`src/rtl/msi_pkg.sv`:
```
`timescale 1ns/1ps
package msi_pkg;
  typedef enum logic [1:0] {ST_I = 2'b00, ST_S = 2'b01, ST_M = 2'b10} line_st_e;
  typedef enum logic [1:0] {CMD_NONE = 2'b00, CMD_RD = 2'b01,
                            CMD_RDX = 2'b10, CMD_WB = 2'b11} bus_cmd_e;

  // State a snooped command leaves behind on a tag hit
  function automatic line_st_e snoop_next(line_st_e st, bus_cmd_e cmd);
    case (cmd)
      CMD_RD:  return (st == ST_M) ? ST_S : st;
      CMD_RDX: return ST_I;
      default: return st;
    endcase
  endfunction

  // Dirty data must be supplied on a snooped read or read-for-ownership
  function automatic logic snoop_flush(line_st_e st, bus_cmd_e cmd);
    return (st == ST_M) && (cmd == CMD_RD || cmd == CMD_RDX);
  endfunction

  // Access can be served without the bus (tag already matched)
  function automatic logic local_ok(line_st_e st, logic we);
    return (st == ST_M) || (st == ST_S && !we);
  endfunction

  function automatic line_st_e fill_state(bus_cmd_e cmd);
    return (cmd == CMD_RDX) ? ST_M : ST_S;
  endfunction
endpackage

```
`src/rtl/msi_store.sv`:
```
`timescale 1ns/1ps
module msi_store
  import msi_pkg::*;
#(
  parameter int LINES  = 4,
  parameter int IDX_W  = 2,
  parameter int TAG_W  = 6,
  parameter int DATA_W = 16
) (
  input  logic              clk,
  input  logic              rst_n,
  // processor side port
  input  logic [IDX_W-1:0]  c_idx,
  output line_st_e          c_st,
  output logic [TAG_W-1:0]  c_tag,
  output logic [DATA_W-1:0] c_data,
  input  logic              c_we,
  input  line_st_e          c_wst,
  input  logic [TAG_W-1:0]  c_wtag,
  input  logic [DATA_W-1:0] c_wdata,
  // snoop side port (state only)
  input  logic [IDX_W-1:0]  s_idx,
  output line_st_e          s_st,
  output logic [TAG_W-1:0]  s_tag,
  output logic [DATA_W-1:0] s_data,
  input  logic              s_we,
  input  line_st_e          s_wst
);
  line_st_e          st_q  [LINES];
  logic [TAG_W-1:0]  tag_q [LINES];
  logic [DATA_W-1:0] dat_q [LINES];

  assign c_st   = st_q[c_idx];
  assign c_tag  = tag_q[c_idx];
  assign c_data = dat_q[c_idx];
  assign s_st   = st_q[s_idx];
  assign s_tag  = tag_q[s_idx];
  assign s_data = dat_q[s_idx];

  // Snoop update is written last so it wins on the same index
  always_ff @(posedge clk or negedge rst_n) begin
    if (!rst_n) begin
      for (int i = 0; i < LINES; i++) st_q[i] <= ST_I;
    end else begin
      if (c_we) st_q[c_idx] <= c_wst;
      if (s_we) st_q[s_idx] <= s_wst;
    end
  end

  always_ff @(posedge clk) begin
    if (c_we) begin
      tag_q[c_idx] <= c_wtag;
      dat_q[c_idx] <= c_wdata;
    end
  end
endmodule

```
`src/rtl/msi_req.sv`:
```
`timescale 1ns/1ps
module msi_req
  import msi_pkg::*;
#(
  parameter int ADDR_W = 8,
  parameter int IDX_W  = 2,
  parameter int DATA_W = 16,
  localparam int TAG_W = ADDR_W - IDX_W
) (
  input  logic              clk,
  input  logic              rst_n,
  input  logic              cpu_req,
  input  logic              cpu_we,
  input  logic [ADDR_W-1:0] cpu_addr,
  input  logic [DATA_W-1:0] cpu_wdata,
  output logic [DATA_W-1:0] cpu_rdata,
  output logic              cpu_done,
  output logic              cpu_busy,
  input  logic              snp_valid,
  output logic              bus_req,
  input  logic              bus_gnt,
  input  logic              bus_ack,
  output bus_cmd_e          bus_cmd,
  output logic [ADDR_W-1:0] bus_addr,
  output logic [DATA_W-1:0] bus_wdata,
  input  logic [DATA_W-1:0] bus_rdata,
  output logic [IDX_W-1:0]  l_idx,
  input  line_st_e          l_st,
  input  logic [TAG_W-1:0]  l_tag,
  input  logic [DATA_W-1:0] l_data,
  output logic              w_en,
  output line_st_e          w_st,
  output logic [TAG_W-1:0]  w_tag,
  output logic [DATA_W-1:0] w_data
);
  logic [TAG_W-1:0] req_tag;
  logic tag_match, tag_hit, serve_local, dirty_victim, xfer;

  assign l_idx        = cpu_addr[IDX_W-1:0];
  assign req_tag      = cpu_addr[ADDR_W-1:IDX_W];
  assign tag_match    = (l_tag == req_tag);
  assign tag_hit      = (l_st != ST_I) && tag_match;
  assign serve_local  = tag_hit && local_ok(l_st, cpu_we);
  assign dirty_victim = (l_st == ST_M) && !tag_match;

  // Snoop has the line this cycle: local completion waits
  assign cpu_done  = cpu_req && serve_local && !snp_valid;
  assign cpu_busy  = cpu_req && !cpu_done;
  assign cpu_rdata = l_data;

  assign bus_req = cpu_req && !serve_local;
  always_comb begin
    if (!bus_req)          bus_cmd = CMD_NONE;
    else if (dirty_victim) bus_cmd = CMD_WB;
    else if (cpu_we)       bus_cmd = CMD_RDX;
    else                   bus_cmd = CMD_RD;
  end
  assign bus_addr  = dirty_victim ? {l_tag, l_idx} : cpu_addr;
  assign bus_wdata = l_data;
  assign xfer      = bus_req && bus_gnt && bus_ack;

  always_comb begin
    w_en   = xfer || (cpu_done && cpu_we);
    w_st   = ST_M;
    w_tag  = l_tag;
    w_data = cpu_wdata;
    if (xfer) begin
      if (bus_cmd == CMD_WB) begin
        w_st   = ST_I;
        w_data = l_data;
      end else begin
        w_st   = fill_state(bus_cmd);
        w_tag  = req_tag;
        w_data = bus_rdata;
      end
    end
  end

  // an ungranted request is kept up while the processor holds it
  a_r9_req_held: assert property (@(posedge clk) disable iff (!rst_n)
    (bus_req && !xfer) |=>
      (!(cpu_req && $stable(cpu_addr) && $stable(cpu_we)) || bus_req));

  // after a fill the held request completes next cycle
  a_r2_fill_completes: assert property (@(posedge clk) disable iff (!rst_n)
    (xfer && bus_cmd != CMD_WB) |=>
      (!(cpu_req && $stable(cpu_addr) && $stable(cpu_we) && !snp_valid) || cpu_done));

  // a writeback empties the victim, so the next command is a fetch
  a_r8_wb_once: assert property (@(posedge clk) disable iff (!rst_n)
    (xfer && bus_cmd == CMD_WB) |=>
      (!(cpu_req && $stable(cpu_addr)) || bus_cmd != CMD_WB));

  // a completed write leaves the line dirty, so no bus use follows
  a_r3_write_dirty: assert property (@(posedge clk) disable iff (!rst_n)
    (cpu_done && cpu_we) |=> (!(cpu_req && $stable(cpu_addr)) || !bus_req));
endmodule

```
`src/rtl/msi_snoop.sv`:
```
`timescale 1ns/1ps
module msi_snoop
  import msi_pkg::*;
#(
  parameter int ADDR_W = 8,
  parameter int IDX_W  = 2,
  parameter int DATA_W = 16,
  localparam int TAG_W = ADDR_W - IDX_W
) (
  input  logic              clk,
  input  logic              rst_n,
  input  logic              snp_valid,
  input  bus_cmd_e          snp_cmd,
  input  logic [ADDR_W-1:0] snp_addr,
  output logic [IDX_W-1:0]  s_idx,
  input  line_st_e          s_st,
  input  logic [TAG_W-1:0]  s_tag,
  input  logic [DATA_W-1:0] s_data,
  output logic              s_we,
  output line_st_e          s_wst,
  output logic              snp_flush,
  output logic [DATA_W-1:0] snp_data
);
  logic snp_hit;

  assign s_idx     = snp_addr[IDX_W-1:0];
  assign snp_hit   = snp_valid && (s_st != ST_I) && (s_tag == snp_addr[ADDR_W-1:IDX_W]);
  assign s_we      = snp_hit;
  assign s_wst     = snoop_next(s_st, snp_cmd);
  assign snp_flush = snp_hit && snoop_flush(s_st, snp_cmd);
  assign snp_data  = s_data;

  // a flush leaves the line clean, so the same snoop cannot flush twice
  a_r5_single_flush: assert property (@(posedge clk) disable iff (!rst_n)
    snp_flush |=> !(snp_flush && $stable(snp_addr)));
endmodule

```
`src/rtl/msi_snoop_cache.sv`:
```
`timescale 1ns/1ps
module msi_snoop_cache
  import msi_pkg::*;
#(
  parameter int LINES  = 4,
  parameter int ADDR_W = 8,
  parameter int DATA_W = 16
) (
  input  logic              clk,
  input  logic              rst_n,
  input  logic              cpu_req,
  input  logic              cpu_we,
  input  logic [ADDR_W-1:0] cpu_addr,
  input  logic [DATA_W-1:0] cpu_wdata,
  output logic [DATA_W-1:0] cpu_rdata,
  output logic              cpu_done,
  output logic              cpu_busy,
  output logic              bus_req,
  input  logic              bus_gnt,
  input  logic              bus_ack,
  output logic [1:0]        bus_cmd,
  output logic [ADDR_W-1:0] bus_addr,
  output logic [DATA_W-1:0] bus_wdata,
  input  logic [DATA_W-1:0] bus_rdata,
  input  logic              snp_valid,
  input  logic [1:0]        snp_cmd,
  input  logic [ADDR_W-1:0] snp_addr,
  output logic              snp_flush,
  output logic [DATA_W-1:0] snp_data
);
  localparam int IDX_W = $clog2(LINES);
  localparam int TAG_W = ADDR_W - IDX_W;

  logic [IDX_W-1:0]  c_idx, s_idx;
  line_st_e          c_st, s_st, c_wst, s_wst;
  logic [TAG_W-1:0]  c_tag, s_tag, c_wtag;
  logic [DATA_W-1:0] c_data, s_data, c_wdata;
  logic              c_we, s_we;
  bus_cmd_e          cmd_e;

  assign bus_cmd = cmd_e;

  msi_store #(.LINES(LINES), .IDX_W(IDX_W), .TAG_W(TAG_W), .DATA_W(DATA_W)) u_store (
    .clk(clk), .rst_n(rst_n),
    .c_idx(c_idx), .c_st(c_st), .c_tag(c_tag), .c_data(c_data),
    .c_we(c_we), .c_wst(c_wst), .c_wtag(c_wtag), .c_wdata(c_wdata),
    .s_idx(s_idx), .s_st(s_st), .s_tag(s_tag), .s_data(s_data),
    .s_we(s_we), .s_wst(s_wst)
  );

  msi_req #(.ADDR_W(ADDR_W), .IDX_W(IDX_W), .DATA_W(DATA_W)) u_req (
    .clk(clk), .rst_n(rst_n),
    .cpu_req(cpu_req), .cpu_we(cpu_we), .cpu_addr(cpu_addr), .cpu_wdata(cpu_wdata),
    .cpu_rdata(cpu_rdata), .cpu_done(cpu_done), .cpu_busy(cpu_busy),
    .snp_valid(snp_valid),
    .bus_req(bus_req), .bus_gnt(bus_gnt), .bus_ack(bus_ack), .bus_cmd(cmd_e),
    .bus_addr(bus_addr), .bus_wdata(bus_wdata), .bus_rdata(bus_rdata),
    .l_idx(c_idx), .l_st(c_st), .l_tag(c_tag), .l_data(c_data),
    .w_en(c_we), .w_st(c_wst), .w_tag(c_wtag), .w_data(c_wdata)
  );

  msi_snoop #(.ADDR_W(ADDR_W), .IDX_W(IDX_W), .DATA_W(DATA_W)) u_snoop (
    .clk(clk), .rst_n(rst_n),
    .snp_valid(snp_valid), .snp_cmd(bus_cmd_e'(snp_cmd)), .snp_addr(snp_addr),
    .s_idx(s_idx), .s_st(s_st), .s_tag(s_tag), .s_data(s_data),
    .s_we(s_we), .s_wst(s_wst), .snp_flush(snp_flush), .snp_data(snp_data)
  );
endmodule

```
`config.mk`:
```
export PLATFORM = sky130hd
export DESIGN_NAME = msi_snoop_cache
export DESIGN_NICKNAME = d
export VERILOG_FILES = /design/src/rtl/msi_pkg.sv /design/src/rtl/msi_store.sv /design/src/rtl/msi_req.sv /design/src/rtl/msi_snoop.sv /design/src/rtl/msi_snoop_cache.sv
export SDC_FILE = /design/constraint.sdc
export NUM_CORES = 1
export LEC_CHECK = 0
export ABC_AREA = 1
export BUFFER_PORTS_ARGS = -buffer_cell sky130_fd_sc_hd__buf_2
export CELL_PAD_IN_SITES_DETAIL_PLACEMENT = 0
export CELL_PAD_IN_SITES_GLOBAL_PLACEMENT = 1
export CORE_ASPECT_RATIO = 0.6
export CORE_MARGIN = 1.5
export CORE_UTILIZATION = 41
export CTS_CLUSTER_DIAMETER = 40
export CTS_CLUSTER_SIZE = 14
export DETAILED_ROUTE_END_ITERATION = 8
export PLACE_DENSITY_LB_ADDON = 0.2
export SETUP_SLACK_MARGIN = 0.2
export SLEW_MARGIN = 15
export SYNTH_ARGS = -nofsm -noshare
export SYNTH_HDL_FRONTEND = slang
export SYNTH_HIERARCHICAL = 1
export SYNTH_SLANG_ARGS = --single-unit
export TNS_END_PERCENT = 30
```
`constraint.sdc`:
```
create_clock -name clk -period 3.2 [get_ports clk]
set_input_delay 0.48 -clock clk [delete_from_list [all_inputs] [get_ports clk]]
set_output_delay 0.48 -clock clk [all_outputs]
set_load 0.02 [all_outputs]
```
======== Word level (Yosys, flattened, before mapping) ========
Memory sizes are Yosys's and may differ from the RTL's.
Index checks and enable logic that the tools add are counted.
cells by class
  $lt $le $gt $ge ......................... 4
  eq/ne operators ......................... 9
  mux-type cells .......................... 29
  bitwise operators ....................... 2
  reductions and logical operators ........ 27
operators by type and width
  cell                number
  $mux 16             2
  $mux 2              13
  $mux 8              3
  $logic_and 1x1->1   17
  $bwmux 8            2
  $eq 6x6->1          2
  $mux 6              2
  $eq 2x2->1 const B  5
  $bmux 2 s2          2
  $demux 2 s2         2
  $ge 3x3->1 const B  2
  $lt 3x1->1 const B  2
  $not 2->3           2
  $logic_not 1->1     5
  $eq 2x1->1 const B  2
  $pmux 2 s2          1
  $reduce_bool 2->1   2
  $logic_or 1x1->1    3
  $mux 1              2
word-level totals
  register bits after elaboration ......... 8
  bits in writable memories ............... 88
  bits of input ports ..................... 57
  output and inout bits ................... 62
  word-level logic and storage cells ...... 77
  memories ................................ 2
memories
  memory         words  width  rd ports  clocked after Yosys merged registers in  write ports  line             source
  u_store.dat_q  4      16     2         0                                        1            msi_store.sv:31  logic [DATA_W-1:0] dat_q [LINES];
  u_store.tag_q  4      6      2         0                                        1            msi_store.sv:30  logic [TAG_W-1:0] tag_q [LINES];

======== Depth between registers and ports, before layout ========
  word-level depth ........................ 19
  mapped depth ............................ 21
  mapped depth without buffers ............ 18

======== Modules after synthesis ========
Netlist, hierarchy kept.
modules (own cells, without submodules)
  module     times used  cells an instance  area an instance (um^2)  seq. area each (um^2)
  msi_store  1           463                4400.5                   2842.7
  msi_req    1           255                1275.0                   0.0
  msi_snoop  1           60                 320.3                    0.0

======== Worst setup path after synthesis ========
Ideal clock, no wire load.
  kind .................................... input to register
  start ................................... in cpu_addr[0]
  end ..................................... mem u_store.dat_q[3][0], enable pin
  setup time .............................. 404 ps
  arrival ................................. 3248 ps
  data required time ...................... 2796 ps
  setup slack ............................. -452 ps
  stages on the path ...................... 16
  path buffers ............................ 3
  cells stage by stage .................... buf_4 > buf_2 > nor2_2 > buf_2 > nand2_1 > nand4_1 > inv_1 > nand2_1 > nand2_1 > nor2_4 > nand3_4 > nor2_1 > nand3_1 > o21ai_0 > inv_1 > nor2_1
on the way
  elaborated cells on any way between the ends .. 23
  classes of those cells .................. eq/ne (3); mux (5); bitwise (1); reduce/logical (13); memory (1)
RTL lines
  item                              line                   source
  start, declared                   msi_snoop_cache.sv:13  input logic [ADDR_W-1:0] cpu_addr,
  $mem_v2 4x6 (*)                   n/a
  via c_tag[4]                      msi_snoop_cache.sv:36  logic [TAG_W-1:0] c_tag, s_tag, c_wtag;
  $eq 6x6->1 (*)                    msi_req.sv:41          assign tag_match = (l_tag == req_tag);
  $logic_and 1x1->1 (*)             msi_req.sv:42          assign tag_hit = (l_st != ST_I) && tag_match;
  $logic_and 1x1->1 (*)             msi_req.sv:43          assign serve_local = tag_hit && local_ok(l_st, cpu_we);
  $logic_not 1->1                   msi_req.sv:51          assign bus_req = cpu_req && !serve_local;
  $logic_and 1x1->1                 msi_req.sv:51
  $logic_and 1x1->1 (2 in series)   msi_req.sv:60          assign xfer = bus_req && bus_gnt && bus_ack;
  $logic_or 1x1->1 (*)              msi_req.sv:63          w_en = xfer || (cpu_done && cpu_we);
  via c_we                          msi_snoop_cache.sv:38  logic c_we, s_we;
  $mux 1 (*)                        msi_store.sv:51        if (c_we) begin
  $mux 1 (implied by the code) (*)  msi_store.sv:53        dat_q[c_idx] <= c_wdata;
  end, declared                     msi_store.sv:31
The timed path passes the listed nets; every way through them passes the cells marked *. The select of a mux whose other input is x is not followed.

======== Worst setup path after layout ========
  start ................................... in cpu_addr[1]
  end ..................................... out bus_addr[5]
on the way
  elaborated cells on any way between the ends .. 10
  classes of those cells .................. eq/ne (2); mux (4); bitwise (1); reduce/logical (2); memory (1)
RTL lines
  item               line                   source
  $mem_v2 4x6        n/a
  via c_tag[0]       msi_snoop_cache.sv:36
  $eq 6x6->1         msi_req.sv:41
  $logic_not 1->1    msi_req.sv:44          assign dirty_victim = (l_st == ST_M) && !tag_match;
  $logic_and 1x1->1  msi_req.sv:44
  $mux 8             msi_req.sv:58          assign bus_addr = dirty_victim ? {l_tag, l_idx} : cpu_addr;
  end, declared      msi_snoop_cache.sv:22  output logic [ADDR_W-1:0] bus_addr,
The timed path passes the listed nets, and every way through them passes these cells. The select of a mux whose other input is x is not followed.

==> impl_metrics.yaml <==
status:
  outcome: "completed"
synthesis:
  synth_enable_flop_cells: 88
  syn-instance-count: 778
  synth-seq-area-share: 0.474
  syn_avg_cell_area_um2: 7.71
  yosys_register_bits: 96
  yosysWarningCount: 6
  synthesis.nets: 836
  synth_ff_type: "edfxtp_1"
  asyncSetResetFlopFracSynth: 0.0833
  netlist-cell-type-count: 27
  syn-cell-area_um2: 6000
sta:
  maxClockFrequency_ghz: 0.350
  tns_ns: 0
  timing.slew.headroom: 0.484
  setup_viol: 0
  period_minus_slack_ns: 2.86
  finalClockSkew_ns: 0.0101
  maxSlewViolCount: 0
  endpoints_failing_hold: 0
  final.hold.worst_slack_ns: 0.473
  tightestPinTransition_ns: 0.773
  post-route-period-util: 0.893
  rsz0062_at_grt: "no"
global_routing:
  via_count_of_the_first_global_routing_pass: 5186
  antenna_found_initial: 0
  grt_overflow_total: 0
  grt_start_max_net_pins: 24
  global_route_wire_length_before_repair_um: 29300
  groute.usage.overall: 0.252
layout:
  area_growth_synth_to_finish_pct: 18.3
  design.final.nets: 926
  final_layout_size_suffix_gt1_frac: 0.243
  antenna_cells_inserted: 0
  filler_cell_count: 1390
routing:
  drt-total-wl_um: 19000
  detail-route-antenna-nets: 0
  detail_route.drc_violations: 0
  detailedRoute.firstIterationViolations: 518
  wl_per_cell_um: 17.9
  detailroute.via_count: 5462
  detailedRoute.firstPassIterationCount: 5
  dr_vias_cell: 5.13
floorplan:
  initial_utilization: 0.430
  design.core.area_um2: 14000
  floorplan_die_width_um: 159
  io_pins: 119
  rows: 33
  die_area_um2: 15400
  dieHeight_um: 96.7
clocking:
  tritoncts: "yes"
  cts_sinks: 96
  clk-insertion-delay-late_ns: 0.35
  cts_buffers: 9
  cts_root_buf: "clkbuf_16"
  cts_max_path_buffers: 2
  h-tree-depth: 3
  clk_pin_slew_worst_paths_ns: 0.07
setup_path:
  crit_fanout: 15
  worst-endpoint-required_ns: 2.72
  critPathCaptureType: "output pin"
  worst_ep_arrival_time_ns: 2.38
  startpoint_type: "input port"
  criticalPathCategory: "in -> out"
placement:
  dp_hpwl_um: 14100
  numPortBuffers: 118
  gp_congestion: 0.861
power_and_ir_drop:
  power.density_cell_area_nw_per_um2: 473
  leakage_nw: 3.40
  vdd.ir_drop.worst_uv: 287
hold_path:
  worst_hold_path_type: "in -> reg"
run:
  cap_viol_max_count: 0
-- worst paths after layout --
check	end	depth (start not counted)	startpoint	slack, ns
min in group asynchronous	u_store/st_q[0]	2	rst_n	0.51
max	bus_addr[5]	16	cpu_addr[1]	0.34
max reg2reg	u_store/dat_q[1][0]	15	u_store/tag_q[2][5]	0.59
max in group asynchronous	u_store/st_q[7]	2	rst_n	2.50
min	u_store/dat_q[3][8]	3	cpu_wdata[8]	0.47
min reg2reg	u_store/st_q[6]	4	u_store/st_q[6]	0.65
-- metal layers --
layer  vias to the layer above  global-route usage  part of all wire
li1                       2638                   -                 -
met1                      2523               0.363              0.46
met2                       267               0.371              0.42
met3                        34              0.0643             0.097
met4                         0              0.0784             0.019
met5                         -                   0                 0
-- flip-flops by register name (all words and copies together) (netlist names) --
name,flops
u_store/dat_q,64
u_store/st_q,8
u_store/tag_q,24
-- report_power, final --
group / internal, mW / switching, mW / total, mW
combinational: 0.241 / 0.519 / 0.759
clock: 0.685 / 0.473 / 1.16
sequential: 1.42 / 0.0253 / 1.44
-- placed cells by master, fill, tap and decap left out, drive strengths merged --
cell	count
nand3	19
bufinv	2
dlygate4sd3	1
clkinv	4
o21ai	9
dfrtp	8
or2	1
a21oi	58
inv	79
clkbuf	10
nand4	48
nor3	1
nand2	303
buf	163
clkinvlp	4
nor2	72
ha	1
edfxtp	88
nand3b	1
xnor2	1
-- final cells by class --
| cell class | instances | area (um^2) | area share |
|---|---|---|---|
| clock buffer | 9 | 225 | 0.0317 |
| clock inverter | 7 | 93.8 | 0.0132 |
| inverter | 82 | 325 | 0.0458 |
| multi-input combinational | 514 | 2320 | 0.328 |
| sequential | 96 | 2840 | 0.401 |
| tap | 192 | 240 | 0.0339 |
| timing repair buffer | 165 | 1040 | 0.147 |
-- per-stage QoR --
step	cells	setup slack, ns	total power [mW]	instance area, um^2	utilization
after global routing	1065	0.210	3.49	7100	0.508
after CTS	1065	0.263	3.36	7060	0.506
after detailed placement	1045	0.0263	2.20	6690	0.479
after floorplan	778	0.215	1.98	6090	-
final	1065	0.341	3.36	7100	0.508
after global placement	1045	0.117	2.20	6690	0.479
-- synthesized netlist by cell type (3+ instances only) --
cell	n	area [um^2]
a21oi_1	58	290
buf_2	20	100
buf_4	59	443
buf_6	4	45.0
dfrtp_1	8	200
edfxtp_1	88	2640
inv_1	79	297
inv_2	3	11.3
nand2_1	301	1130
nand3_1	17	85.1
nand4_1	47	294
nor2_1	66	248
nor2_2	3	18.8
nor2_4	3	33.8
o21ai_0	7	35.0
-- cells by family after synthesis --
group	synth area share
xor+xnor	0.00146
fa+ha+maj	0.00209
buf+inv	0.151
compound gates	0.0559
simple gates	0.315
flops	0.474
-- what timing repair did --
item | CTS | global route
hold buffers | 1 | 0
setup buffers | 3 | 0
gates resized for setup | 3 | 12
endpoints found under the hold margin | 8 | 0
pin swaps | 1 | 1
setup endpoints to repair | 3 | 68
-- worst max-delay path, cell delays in order --
cell and delay [ns]:
clkbuf_4 0.17, inv_2 0.10, nand2_2 0.09, buf_4 0.19, nor2_1 0.09, a21oi_1 0.04, nand2_1 0.12, inv_1 0.08
nand2_1 0.06, nand2_1 0.09, nor2_4 0.18, nand3_4 0.13, nand2_8 0.14, nand2_1 0.06, o21ai_1 0.15, buf_4 0.19
(Power assumes the default switching activity.)
